[src/rtl/cbf_pkg.sv]
package cbf_pkg;
  localparam int CBF_CW   = 16;          // component width
  localparam int CBF_FRAC = CBF_CW - 1;  // twiddle fraction bits
endpackage

[src/rtl/cbf_sat.sv]
module cbf_sat #(
  parameter int IN_W  = 18,
  parameter int OUT_W = 16
) (
  input  logic [IN_W-1:0]  val_i,
  output logic [OUT_W-1:0] val_o,
  output logic             ovf_o
);
  localparam int HI_W = IN_W - OUT_W + 1;

  logic [HI_W-1:0] hi;
  assign hi    = val_i[IN_W-1:OUT_W-1];
  assign ovf_o = !((&hi) || !(|hi));

  always_comb begin
    if (!ovf_o)           val_o = val_i[OUT_W-1:0];
    else if (val_i[IN_W-1]) val_o = {1'b1, {(OUT_W-1){1'b0}}};
    else                  val_o = {1'b0, {(OUT_W-1){1'b1}}};
  end
endmodule

[src/rtl/cbf_cmul.sv]
module cbf_cmul #(
  parameter int CW = cbf_pkg::CBF_CW,
  localparam int W = 2*CW
) (
  input  logic [W-1:0] b_i,
  input  logic [W-1:0] w_i,
  input  logic         en_i,
  output logic [W-1:0] b_o,
  output logic         ovf_o
);
  localparam int FRAC = CW - 1;
  localparam int PW   = 2*CW;
  localparam int SW   = PW - FRAC + 1;
  localparam logic signed [PW:0] RND = (PW+1)'(1) <<< (FRAC-1);

  logic signed [CW-1:0] br, bi, wr, wi;
  assign br = b_i[W-1:CW];
  assign bi = b_i[CW-1:0];
  assign wr = w_i[W-1:CW];
  assign wi = w_i[CW-1:0];

  logic signed [PW-1:0] p_rr, p_ii, p_ri, p_ir;
  assign p_rr = br * wr;
  assign p_ii = bi * wi;
  assign p_ri = br * wi;
  assign p_ir = bi * wr;

  logic signed [PW:0] acc [2];
  assign acc[1] = $signed({p_rr[PW-1], p_rr}) - $signed({p_ii[PW-1], p_ii}) + RND;
  assign acc[0] = $signed({p_ri[PW-1], p_ri}) + $signed({p_ir[PW-1], p_ir}) + RND;

  logic [CW-1:0] prod [2];
  logic [1:0]    sat_ovf;
  logic          unused_lo;
  assign unused_lo = ^{acc[1][FRAC-1:0], acc[0][FRAC-1:0]};

  for (genvar k = 0; k < 2; k++) begin : g_comp
    cbf_sat #(.IN_W(SW), .OUT_W(CW)) u_sat (
      .val_i (acc[k][PW:FRAC]),
      .val_o (prod[k]),
      .ovf_o (sat_ovf[k])
    );
  end

  assign b_o   = en_i ? {prod[1], prod[0]} : b_i;
  assign ovf_o = en_i && (|sat_ovf);
endmodule

[src/rtl/cbf_addsub.sv]
module cbf_addsub #(
  parameter int CW = cbf_pkg::CBF_CW,
  localparam int W = 2*CW
) (
  input  logic [W-1:0] a_i,
  input  logic [W-1:0] b_i,
  output logic [W-1:0] sum_o,
  output logic [W-1:0] diff_o,
  output logic         ovf_o
);
  logic [3:0] flags;

  for (genvar k = 0; k < 2; k++) begin : g_comp
    logic signed [CW-1:0] ak, bk;
    logic signed [CW:0]   s_wide, d_wide;
    assign ak     = a_i[k*CW +: CW];
    assign bk     = b_i[k*CW +: CW];
    assign s_wide = {ak[CW-1], ak} + {bk[CW-1], bk};
    assign d_wide = {ak[CW-1], ak} - {bk[CW-1], bk};

    cbf_sat #(.IN_W(CW+1), .OUT_W(CW)) u_sat_s (
      .val_i (s_wide),
      .val_o (sum_o[k*CW +: CW]),
      .ovf_o (flags[2*k])
    );
    cbf_sat #(.IN_W(CW+1), .OUT_W(CW)) u_sat_d (
      .val_i (d_wide),
      .val_o (diff_o[k*CW +: CW]),
      .ovf_o (flags[2*k+1])
    );
  end

  assign ovf_o = |flags;
endmodule

[src/rtl/cplx_bfly.sv]
module cplx_bfly #(
  parameter int CW = cbf_pkg::CBF_CW,
  localparam int W = 2*CW
) (
  input  logic         clk_i,
  input  logic         rst_ni,
  input  logic         in_valid_i,
  output logic         in_ready_o,
  input  logic [W-1:0] a_i,
  input  logic [W-1:0] b_i,
  input  logic [W-1:0] tw_i,
  input  logic         tw_en_i,
  output logic         out_valid_o,
  input  logic         out_ready_i,
  output logic [W-1:0] sum_o,
  output logic [W-1:0] diff_o,
  output logic         ovf_o
);
  logic         adv;
  logic [W-1:0] b_tw;
  logic         tw_ovf;

  logic         s1_vld, s1_ovf;
  logic [W-1:0] s1_a, s1_b;

  logic [W-1:0] as_sum, as_diff;
  logic         as_ovf;

  logic         s2_vld, ovf_q;
  logic [W-1:0] sum_q, diff_q;

  // whole pipe advances unless the output is held
  assign adv        = !s2_vld || out_ready_i;
  assign in_ready_o = adv;

  cbf_cmul #(.CW(CW)) u_cmul (
    .b_i   (b_i),
    .w_i   (tw_i),
    .en_i  (tw_en_i),
    .b_o   (b_tw),
    .ovf_o (tw_ovf)
  );

  always_ff @(posedge clk_i or negedge rst_ni) begin
    if (!rst_ni) begin
      s1_vld <= 1'b0;
      s1_ovf <= 1'b0;
      s1_a   <= '0;
      s1_b   <= '0;
    end else if (adv) begin
      s1_vld <= in_valid_i;
      if (in_valid_i) begin
        s1_a   <= a_i;
        s1_b   <= b_tw;
        s1_ovf <= tw_ovf;
      end
    end
  end

  cbf_addsub #(.CW(CW)) u_addsub (
    .a_i    (s1_a),
    .b_i    (s1_b),
    .sum_o  (as_sum),
    .diff_o (as_diff),
    .ovf_o  (as_ovf)
  );

  always_ff @(posedge clk_i or negedge rst_ni) begin
    if (!rst_ni) begin
      s2_vld <= 1'b0;
      sum_q  <= '0;
      diff_q <= '0;
      ovf_q  <= 1'b0;
    end else if (adv) begin
      s2_vld <= s1_vld;
      if (s1_vld) begin
        sum_q  <= as_sum;
        diff_q <= as_diff;
        if (s1_ovf || as_ovf) ovf_q <= 1'b1;
      end
    end
  end

  assign out_valid_o = s2_vld;
  assign sum_o       = sum_q;
  assign diff_o      = diff_q;
  assign ovf_o       = ovf_q;
endmodule

[config.mk]
export PLATFORM = sky130hd
export DESIGN_NAME = cplx_bfly
export DESIGN_NICKNAME = d
export VERILOG_FILES = /design/src/rtl/cbf_pkg.sv /design/src/rtl/cbf_sat.sv /design/src/rtl/cbf_cmul.sv /design/src/rtl/cbf_addsub.sv /design/src/rtl/cplx_bfly.sv
export SDC_FILE = /design/constraint.sdc
export NUM_CORES = 2
export LEC_CHECK = 0
export ABC_AREA = 1
export BUFFER_PORTS_ARGS = -buffer_cell sky130_fd_sc_hd__buf_4
export CORE_UTILIZATION = 30
export DETAILED_ROUTE_END_ITERATION = 16
export GPL_TIMING_DRIVEN = 0
export HOLD_SLACK_MARGIN = 0.08
export MAX_ROUTING_LAYER = met4
export PLACE_DENSITY = 0.42
export SLEW_MARGIN = 25
export SYNTH_ARGS = -nofsm -noshare
export SYNTH_HDL_FRONTEND = slang
export SYNTH_SLANG_ARGS = --single-unit
[constraint.sdc]
create_clock -name clk_i -period 4.19 [get_ports clk_i]
set_clock_uncertainty 0.15 [all_clocks]
set_input_delay 0.2095 -clock clk_i [delete_from_list [all_inputs] [get_ports clk_i]]
set_output_delay 0.2095 -clock clk_i [all_outputs]
set_load 0.02 [all_outputs]
==> results.py <==
metrics = {
    "sta": {
        "fin_crit_sh_pct": 170,
        "grt_setup_unrepaired": "yes",
        "relSlewSlack_pct": 27.5,
        "fmax_mhz": 141,
        "final_max_slew_viol_count": 0,
        "hold_ws_ns": 0.132,
        "hold_violations": 0,
        "worstMarginPinSlew_ns": 1.09,
        "setup_slack_ns": -2.92,
        "fin_crit_ns": 7.11,
        "setup_viol": 33,
    },
    "synthesis": {
        "synth-edff-count": 0,
        "synthTopCellsByArea": "fa_1, inv_1, nand2_1, ha_1, dfrtp_1",
        "synthSimpleGateAreaFrac_pct": 14.8,
        "synth_xor_area_share_pct": 1.64,
        "synthCells": 6285,
        "synthFlopType": "dfrtp_1",
        "synth_most_common_cell": "inv_1",
        "synthMuxAreaShare_pct": 0,
        "yosys.cell_types.count": 46,
        "synth_warnings": 0,
        "synth_area_um2": 50300,
        "synthArstFlopShare_pct": 100,
        "yosysSeqAreaShare_pct": 6.57,
        "synth_area_per_cell_um2": 8.00,
        "syn_nets": 7926,
        "ys_seq_elements": 132,
        "synth_top_family_by_area": "adder cells",
        "yosysTopAreaCell": "fa_1",
        "yosys-top-cells-count": "inv_1, nand2_1, fa_1",
        "netlist.area_leader.share_pct": 46.9,
        "synthAdderAreaFrac_pct": 55.9,
        "synth_compound_area_share_pct": 4.62,
    },
    "clocking": {
        "cts.sinks": 132,
        "clockBufferDepth": 3,
        "cts.clk_slew.worst_paths_ns": 0.06,
        "tritoncts": "done",
        "numCtsBuffers": 25,
        "insertion_delay_ns": 0.49,
        "h-tree-depth": 4,
        "root_buffer": "clkbuf_16",
    },
    "worst_setup_path": {
        "critPathMaxFanout": 10,
        "crit_family": "adder cells",
        "critPathMaxStageDelay_ns": 0.55,
        "path_class": "input pin to flip-flop",
        "critPathRequiredTime_ns": 4.42,
        "crit_slowest_cell": "fa_1",
        "start_kind": "input pin",
        "critPathBufInv": 11,
        "critPathCaptureType": "flip-flop",
        "worstPathArrival_ns": 7.33,
    },
    "grt": {
        "overflow": 0,
        "grt_pass1_wl_um": 306000,
        "antenna_found_initial": 10,
        "grt_pass1_vias": 43800,
        "grt_usage_pct": 26.2,
        "grt_max_degree": 82,
    },
    "floorplan": {
        "die_w_um": 411,
        "die_h_um": 411,
        "initial_core_util_pct": 30.3,
        "rows": 149,
        "num_io_pins": 168,
        "design.die.area_um2": 169000,
        "fp.coreArea_um2": 166000,
    },
    "placement": {
        "dp_hpwl_um": 176000,
        "numPortBuffers": 157,
        "dpl.cell_count": 8634,
        "pre_cts_ws_ns": -4.86,
        "place.gp.congestion": 0.974,
    },
    "worst_hold_path": {
        "hold_path.class": "input pin to flip-flop",
    },
    "status": {
        "violations": "setup timing",
        "status": "complete, but fails checks",
    },
    "routing": {
        "drcViolationCount": 0,
        "firstDrtPassIters": 6,
        "totalWireLength_um": 212000,
        "ant_nets": 0,
        "drt_iter0_drc": 3329,
        "avgViaCountPerCell": 4.72,
        "wl_per_cell_um": 23.9,
        "dr_total_vias": 41800,
    },
    "job": {
        "drv_cap": 0,
    },
    "cells_and_area": {
        "areaGrowthSynthToFinish_pct": 20.3,
        "drive_gt1_share_pct": 14.6,
        "nNetsFinal": 8310,
        "final_cells": 8868,
    },
}
stage by stage:
stage	instance area (µm²)	setup TNS (ns)	util, %
2_1_floorplan	51100	-80.89	-
3_3_place_gp	55000	-155.92	33.2
3_5_place_dp	55100	-154.94	33.3
4_1_cts	59600	-92.70	35.9
5_1_grt	60500	-99.90	36.5
6_report	60500	-93.03	36.5
timing repair:
item                       4_1_cts  5_1_grt
hold endpoints to repair       137        0
setup endpoints to repair       33       33
cloned                           6        0
buffers inserted               103       46
pin swaps                      119       67
gates resized for setup        610      202
hold buffers                    46        0
cell families after synthesis:
| logic type | count (synthesis) |
|---|---|
| flip-flops | 132 |
| XOR/XNOR | 94 |
| AND/OR/NAND/NOR | 1907 |
| AO/OA/AOI/OAI | 424 |
| adder cells (fa/ha/maj) | 1540 |
| buffers and inverters | 2188 |
registers in the layout (all words and copies together) (netlist names):
register,flops
diff_o,32
s1_ovf,1
ovf_o,1
sum_o,32
s1_a,32
s1_b,32
out_valid_o,1
s1_vld,1
layout make-up:
cell class	count	area, µm²
clock inverter	1	7.51
clock buffer	32	712
tap	2189	2740
multi-input combinational	3965	40700
buffer	255	2470
timing repair buffer	358	3220
fill	17600	105000
inverter	1932	7340
antenna	4	10.0
sequential	132	3300
final timing paths:
| kind | from | end | slack (ns) | cells after the start |
|---|---|---|---|---|
| max in group asynchronous | rst_ni | s1_b[7] | 2.99 | 3 |
| setup / recovery | tw_i[6] | s1_b[25] | -2.92 | 35 |
| hold reg to reg | s1_vld | out_valid_o | 0.31 | 2 |
| min in group asynchronous | rst_ni | sum_o[24] | 0.16 | 2 |
| hold / removal | b_i[5] | s1_b[5] | 0.13 | 3 |
| setup reg to reg | s1_b[1] | ovf_o | 0.85 | 15 |
routing by layer:
layer / wire length (µm) / GRT usage (%) / vias to the layer above
met1: 91100 / 34.9 / 21700
met3: 13800 / 2.85 / 198
met2: 99600 / 42.1 / 1444
met4: 7320 / 7.60 / 0
met5: 0 / - / -
li1: - / - / 18500
layout by cell type, fill, tap and decap left out, types with 11 or more instances in the layout:
| cell | synthesis | routed |
|---|---|---|
| nor2_4 | 0 | 13 |
| buf_12 | 0 | 16 |
| buf_6 | 5 | 21 |
| inv_2 | 5 | 41 |
| a21oi_2 | 4 | 27 |
| a21oi_1 | 221 | 175 |
| nor3_1 | 24 | 20 |
| nand2_4 | 1 | 41 |
| nand2_2 | 7 | 72 |
| fa_1 | 1177 | 1137 |
| a21oi_4 | 0 | 23 |
| clkbuf_16 | 0 | 51 |
| buf_2 | 22 | 28 |
| o21ai_1 | 18 | 21 |
| xor2_1 | 74 | 73 |
| clkbuf_4 | 0 | 56 |
| dlygate4sd3_1 | 0 | 46 |
| nor2_1 | 216 | 185 |
| ha_4 | 0 | 38 |
| clkbuf_2 | 1 | 47 |
| fa_2 | 0 | 40 |
| clkbuf_8 | 0 | 55 |
| ha_1 | 363 | 322 |
| nand3_1 | 86 | 75 |
| xnor2_1 | 20 | 20 |
| o21ai_0 | 108 | 92 |
| clkbuf_1 | 222 | 30 |
| a21o_1 | 11 | 11 |
| dfrtp_1 | 132 | 132 |
| buf_8 | 0 | 15 |
| o21ai_2 | 3 | 15 |
| nand4_1 | 16 | 16 |
| inv_1 | 1926 | 1870 |
| nor2_2 | 3 | 21 |
| buf_4 | 3 | 273 |
| nand2_1 | 1530 | 1414 |
| nand2_8 | 0 | 11 |
worst register-to-register path: cells and delay by family, from the launching register on:
family                   cells  cell delay (ns)
AO/OA/AOI/OAI                3             0.99
buffers and inverters        2             0.19
flip-flops                   1             0.47
AND/OR/NAND/NOR              9             1.16
adder cells (fa/ha/maj)      1             0.29
Power is left out: the tool's default activity adds up to more than one toggle a clock period on the data nets, which glitch-free logic cannot reach.
